<file path="config.mk">
export PLATFORM = sky130hd
export DESIGN_NAME = ls_addr_gen
export DESIGN_NICKNAME = d
export VERILOG_FILES = /design/src/rtl/ls_agu_pkg.sv /design/src/rtl/ls_offset_sel.sv /design/src/rtl/ls_addr_calc.sv /design/src/rtl/ls_align_chk.sv /design/src/rtl/ls_out_stage.sv /design/src/rtl/ls_addr_gen.sv
export SDC_FILE = /design/constraint.sdc
export NUM_CORES = 1
export LEC_CHECK = 0
export ABC_AREA = 1
export ABC_CLOCK_PERIOD_IN_PS = 800
export BUFFER_PORTS_ARGS = -buffer_cell sky130_fd_sc_hd__buf_4
export CAP_MARGIN = 10
export CORE_UTILIZATION = 28
export CTS_CLUSTER_SIZE = 20
export DETAILED_ROUTE_END_ITERATION = 7
export GPL_ROUTABILITY_DRIVEN = 0
export PLACE_DENSITY_LB_ADDON = 0.2
export SLEW_MARGIN = 20
export SYNTH_ARGS = -nofsm -noshare
export SYNTH_HDL_FRONTEND = slang
export SYNTH_SLANG_ARGS = --single-unit
</file>
<file path="constraint.sdc">
create_clock -name clk_i -period 0.8 [get_ports clk_i]
set_input_delay 0 -clock clk_i [delete_from_list [all_inputs] [get_ports clk_i]]
set_output_delay 0 -clock clk_i [all_outputs]
set_load 0.01 [all_outputs]
</file>
<file path="src/rtl/ls_agu_pkg.sv">
package ls_agu_pkg;
  typedef enum logic [1:0] {
    AM_OFFSET = 2'b00,
    AM_PRE    = 2'b01,
    AM_POST   = 2'b10,
    AM_SPARE  = 2'b11
  } amode_e;

  typedef enum logic [1:0] {
    SZ_BYTE = 2'b00,
    SZ_HALF = 2'b01,
    SZ_WORD = 2'b10,
    SZ_WRD2 = 2'b11
  } asize_e;
endpackage

</file>
<file path="src/rtl/ls_offset_sel.sv">
module ls_offset_sel #(
  parameter int AW    = 32,
  parameter int IMM_W = 12
) (
  input  logic             off_sel_i,
  input  logic [AW-1:0]    reg_off_i,
  input  logic [IMM_W-1:0] imm_off_i,
  output logic [AW-1:0]    off_o
);
  localparam int PAD = AW - IMM_W;

  logic [AW-1:0] imm_ext;

  generate
    if (PAD > 0) begin : g_pad
      assign imm_ext = {{PAD{1'b0}}, imm_off_i};
    end else begin : g_nopad
      assign imm_ext = imm_off_i[AW-1:0];
    end
  endgenerate

  assign off_o = off_sel_i ? reg_off_i : imm_ext;
endmodule

</file>
<file path="src/rtl/ls_addr_calc.sv">
module ls_addr_calc
  import ls_agu_pkg::*;
#(
  parameter int AW = 32
) (
  input  logic [AW-1:0] base_i,
  input  logic [AW-1:0] off_i,
  input  logic          sub_i,
  input  amode_e        mode_i,
  output logic [AW-1:0] ea_o,
  output logic [AW-1:0] new_base_o
);
  logic [AW-1:0] sum;

  // two's-complement subtract, wraps at AW bits
  assign sum = sub_i ? (base_i + (~off_i) + AW'(1)) : (base_i + off_i);

  always_comb begin
    unique case (mode_i)
      AM_PRE: begin
        ea_o       = sum;
        new_base_o = sum;
      end
      AM_POST: begin
        ea_o       = base_i;
        new_base_o = sum;
      end
      default: begin
        ea_o       = sum;
        new_base_o = base_i;
      end
    endcase
  end
endmodule

</file>
<file path="src/rtl/ls_align_chk.sv">
module ls_align_chk
  import ls_agu_pkg::*;
(
  input  asize_e     size_i,
  input  logic [1:0] ea_lo_i,
  output logic       mis_o
);
  always_comb begin
    unique case (size_i)
      SZ_BYTE: mis_o = 1'b0;
      SZ_HALF: mis_o = ea_lo_i[0];
      default: mis_o = |ea_lo_i;
    endcase
  end
endmodule

</file>
<file path="src/rtl/ls_out_stage.sv">
module ls_out_stage #(
  parameter int W   = 8,
  parameter bit REG = 1'b1
) (
  input  logic         clk_i,
  input  logic         rst_ni,
  input  logic [W-1:0] d_i,
  output logic [W-1:0] q_o
);
  generate
    if (REG) begin : g_reg
      logic [W-1:0] q_r;
      always_ff @(posedge clk_i or negedge rst_ni) begin
        if (!rst_ni) q_r <= '0;
        else         q_r <= d_i;
      end
      assign q_o = q_r;
    end else begin : g_pass
      assign q_o = rst_ni ? d_i : '0;
    end
  endgenerate
endmodule

</file>
<file path="src/rtl/ls_addr_gen.sv">
module ls_addr_gen
  import ls_agu_pkg::*;
#(
  parameter int AW      = 32,
  parameter int IMM_W   = 12,
  parameter bit REG_OUT = 1'b1
) (
  input  logic             clk_i,
  input  logic             rst_ni,
  input  logic             valid_i,
  input  logic [AW-1:0]    base_i,
  input  logic [AW-1:0]    reg_off_i,
  input  logic [IMM_W-1:0] imm_off_i,
  input  logic             off_sel_i,
  input  logic             sub_i,
  input  logic [1:0]       mode_i,
  input  logic             wb_req_i,
  input  logic [1:0]       size_i,
  output logic             valid_o,
  output logic [AW-1:0]    ea_o,
  output logic [AW-1:0]    new_base_o,
  output logic             wb_o,
  output logic             misalign_o
);
  localparam int PW = 2 * AW + 3;

  amode_e        mode;
  asize_e        size;
  logic [AW-1:0] off_c;
  logic [AW-1:0] ea_c;
  logic [AW-1:0] nb_c;
  logic          mis_raw;
  logic          mis_c;
  logic          wb_c;
  logic [PW-1:0] pipe_d;
  logic [PW-1:0] pipe_q;

  assign mode = amode_e'(mode_i);
  assign size = asize_e'(size_i);

  ls_offset_sel #(.AW(AW), .IMM_W(IMM_W)) u_off (
    .off_sel_i (off_sel_i),
    .reg_off_i (reg_off_i),
    .imm_off_i (imm_off_i),
    .off_o     (off_c)
  );

  ls_addr_calc #(.AW(AW)) u_calc (
    .base_i     (base_i),
    .off_i      (off_c),
    .sub_i      (sub_i),
    .mode_i     (mode),
    .ea_o       (ea_c),
    .new_base_o (nb_c)
  );

  ls_align_chk u_align (
    .size_i  (size),
    .ea_lo_i (ea_c[1:0]),
    .mis_o   (mis_raw)
  );

  assign mis_c = valid_i & mis_raw;

  // post always updates, pre only on request, never when misaligned
  assign wb_c = valid_i & ~mis_raw &
                ((mode == AM_POST) | ((mode == AM_PRE) & wb_req_i));

  assign pipe_d = {valid_i, wb_c, mis_c, ea_c, nb_c};

  ls_out_stage #(.W(PW), .REG(REG_OUT)) u_out (
    .clk_i  (clk_i),
    .rst_ni (rst_ni),
    .d_i    (pipe_d),
    .q_o    (pipe_q)
  );

  assign {valid_o, wb_o, misalign_o, ea_o, new_base_o} = pipe_q;


  post_ea_chk: assert property (@(posedge clk_i) disable iff (!rst_ni)
    (valid_i && mode == AM_POST) |-> (ea_c == base_i));


  pre_wb_chk: assert property (@(posedge clk_i) disable iff (!rst_ni)
    (valid_i && mode == AM_PRE && wb_c) |-> (nb_c == ea_c));


  offset_nowb_chk: assert property (@(posedge clk_i) disable iff (!rst_ni)
    (mode == AM_OFFSET || mode == AM_SPARE) |-> (!wb_c && nb_c == base_i));


  mis_nowb_chk: assert property (@(posedge clk_i) disable iff (!rst_ni)
    misalign_o |-> !wb_o);


  byte_align_chk: assert property (@(posedge clk_i) disable iff (!rst_ni)
    (size == SZ_BYTE) |-> !mis_c);


  idle_quiet_chk: assert property (@(posedge clk_i) disable iff (!rst_ni)
    !valid_o |-> (!wb_o && !misalign_o));
endmodule

</file>
==> impl_metrics.ini <==
[logic_synthesis]
synth_top_cells_by_area = nand2_1 (28%), dfrtp_1 (22%), inv_1 (12%), ha_1 (11%), nand3_1 (6.4%)
synth-main-ff-cell = dfrtp_1
postSynthAreaPerCell_um2 = 5.638
post-synth-top-count-cell = nand2_1
synth_top_cell_by_area = nand2_1
netlist_instances = 1363
synth_area_mm2 = 0.007685
ys_warn_count = 0
async_reset_ff_frac = 1.000
synth_fp_nets = 1520
ys_ff_latch = 67
synth-seq-area-share = 0.2182
synth-edff-count = 0
yosysTopAreaCellShare = 0.2813
synth_common_cells = nand2_1 (576), inv_1 (247), nand3_1 (98)
synth.distinct_cells = 36

[placed_design]
io_buffers = 152
post-place-ws_ns = -1.553
dp_hpwl_um = 24470
post-place-cells = 1969

[setup_path]
critPathMostFrequentCell = nand2_2
worstSetupStartpointType = input pin
max_stage_delay_ns = 0.37
path_max_fanout = 6
arrival_ns = 2.09
cp_slowest_cell = fa_2
worstPathCellList = buf_12 > mux2_4 > ha_4 > fa_2 > nand2_2 > nand2_2 > nand3_2 > nand2_2 > nand2_2 > nand3_4 > o211ai_1 > buf_4 > nand3_2 > o21ai_1
path_class = in2reg
end_kind = register
required_ns = 1.08

[grt]
grt_overflow = 0
antenna_found_initial = 0
grt_max_degree = 68
grt_use_total = 0.2201
grt_pass1_vias = 8926
grt_first_pass_wirelength_um = 47620

[status]
status = finished with violations
violations = negative setup slack

[die]
ios = 153
core_mm2 = 0.02695
die_w_um = 167.7
die_area_mm2 = 0.02811
initial_utilization = 0.2851
row_count = 60
die_h_um = 167.7

[route]
ant_nets = 0
num_vias = 9333
wl_per_cell_um = 15.29
drc = 0
drtIter0Drc = 597
dr.pass1.iters = 7
routed_via_density = 4.609
drt-total-wl_um = 30960

[layout]
multi_input_area_mm2 = 0.006112
seq_area_mm2 = 0.001677
antenna_cells = 0
drive_gt1_frac = 0.3432
final_cells = 2025
n_fill_cell = 2782
largest_reg_flops = 67
layout.nets = 1836
final_core_util = 0.4634
area_growth_pct = 62.50

[clock_tree]
path_clk_slew_ns = 0.06
htreeDepth = 3
cts-root-buf = clkbuf_16
clock_sinks = 67
cts_tree = built
numCtsBuffers = 9
ctsLongestPathBuffers = 2

[sta]
setup_viol = 131
finalCritPeriodShare = 2.263
rsz0062_at_grt = true
slew_headroom = 0.7224
tightestPinTransition_ns = 0.4121
finalWorstSetupSlack_ns = -1.011
period_needed_ns = 1.811
hold_ws_ns = 0.01127
hold_viol_final = 0
fmax_mhz = 552.2
drv_slew = 0

[pwr]
vdd_ir_drop_max_v = 0.0008719
power.density_mw_per_mm2 = 1418
finalPower_mw = 17.70
power.leakage_nw = 6.830

[hold_path]
min_path_type = in2reg

[flow_run]
cap_violations = 0
[final timing paths]
kind                            start             to  slack, ns  cells after the start
max                         off_sel_i  u_out.q_o[14]      -1.01                     14
min in group asynchronous      rst_ni  u_out.q_o[21]       0.19                      3
max in group asynchronous      rst_ni  u_out.q_o[13]       0.31                      3
min                        base_i[24]  u_out.q_o[24]       0.01                      4
[cell usage in the layout (no fill, tap or decap), types with 16 or more instances in the layout]
cell type,count
dlygate4sd3_1,30
nand3_1,73
ha_1,32
nand4_1,16
a21oi_1,27
inv_1,238
dfrtp_1,67
nor2_2,29
buf_6,74
o21ai_1,21
ha_4,31
nand3_2,20
nand2_1,489
nand2_2,79
nor2_1,70
buf_4,230
[kinds of logic after synthesis]
family | count (synthesis) | share of synthesized area
fa+ha+maj | 71 | 0.1176
simple gates | 820 | 0.4328
flops | 67 | 0.2182
xor+xnor | 10 | 0.01140
buf+inv | 290 | 0.1464
compound gates | 104 | 0.07229
mux | 1 | 0.001465
[worst max-delay path, delay by kind of cell]
| family | cells | cell delay [ns] |
|---|---|---|
| muxes | 1 | 0.33 |
| and+or+nand+nor | 7 | 0.54 |
| AOI/OAI and AO/OA | 2 | 0.36 |
| buffers and inverters | 2 | 0.30 |
| adders and majority gates | 2 | 0.54 |
[what timing repair did]
item / 4_1_cts / 5_1_grt
pin swaps: 24 / 38
buffers inserted: 8 / 2
hold buffers: 30 / 0
hold endpoints to repair: 114 / 0
resized for setup: 197 / 157
setup endpoints to repair: 131 / 131
[per-stage QoR]
step / cell area [um2] / setup TNS [ns]
CTS: 11850 / -57.45
floorplan: 7831 / -61.30
global placement: 10410 / -86.29
finish: 12490 / -55.54
detailed placement: 10410 / -87.23
global route: 12490 / -64.02
[power by group]
part           internal, mW  leakage, nW  total [mW]  switching [mW]
clock network          2.44        0.144        4.16            1.72
logic                  4.30         5.89        9.28            4.98
registers              3.96        0.798        4.27           0.303
total                  10.7         6.83        17.7            7.00
[metal layers]
metal	vias up	track usage	wire length (um)
met3	36	0.02931	1557
li1	4748	-	-
met5	-	0	0
met2	258	0.3464	13830
met1	4291	0.3128	14930
met4	0	0.06103	638
[layout make-up]
type                            count  share of cell area
Clock inverter                      3            0.001603
Inverter                          253             0.07625
Multi-Input combinational cell   1006              0.4894
Tap cell                          341             0.03416
Clock buffer                       13             0.02244
Sequential cell                    67              0.1343
Timing Repair Buffer              342              0.2419
Power figures use the tool's default switching activity.
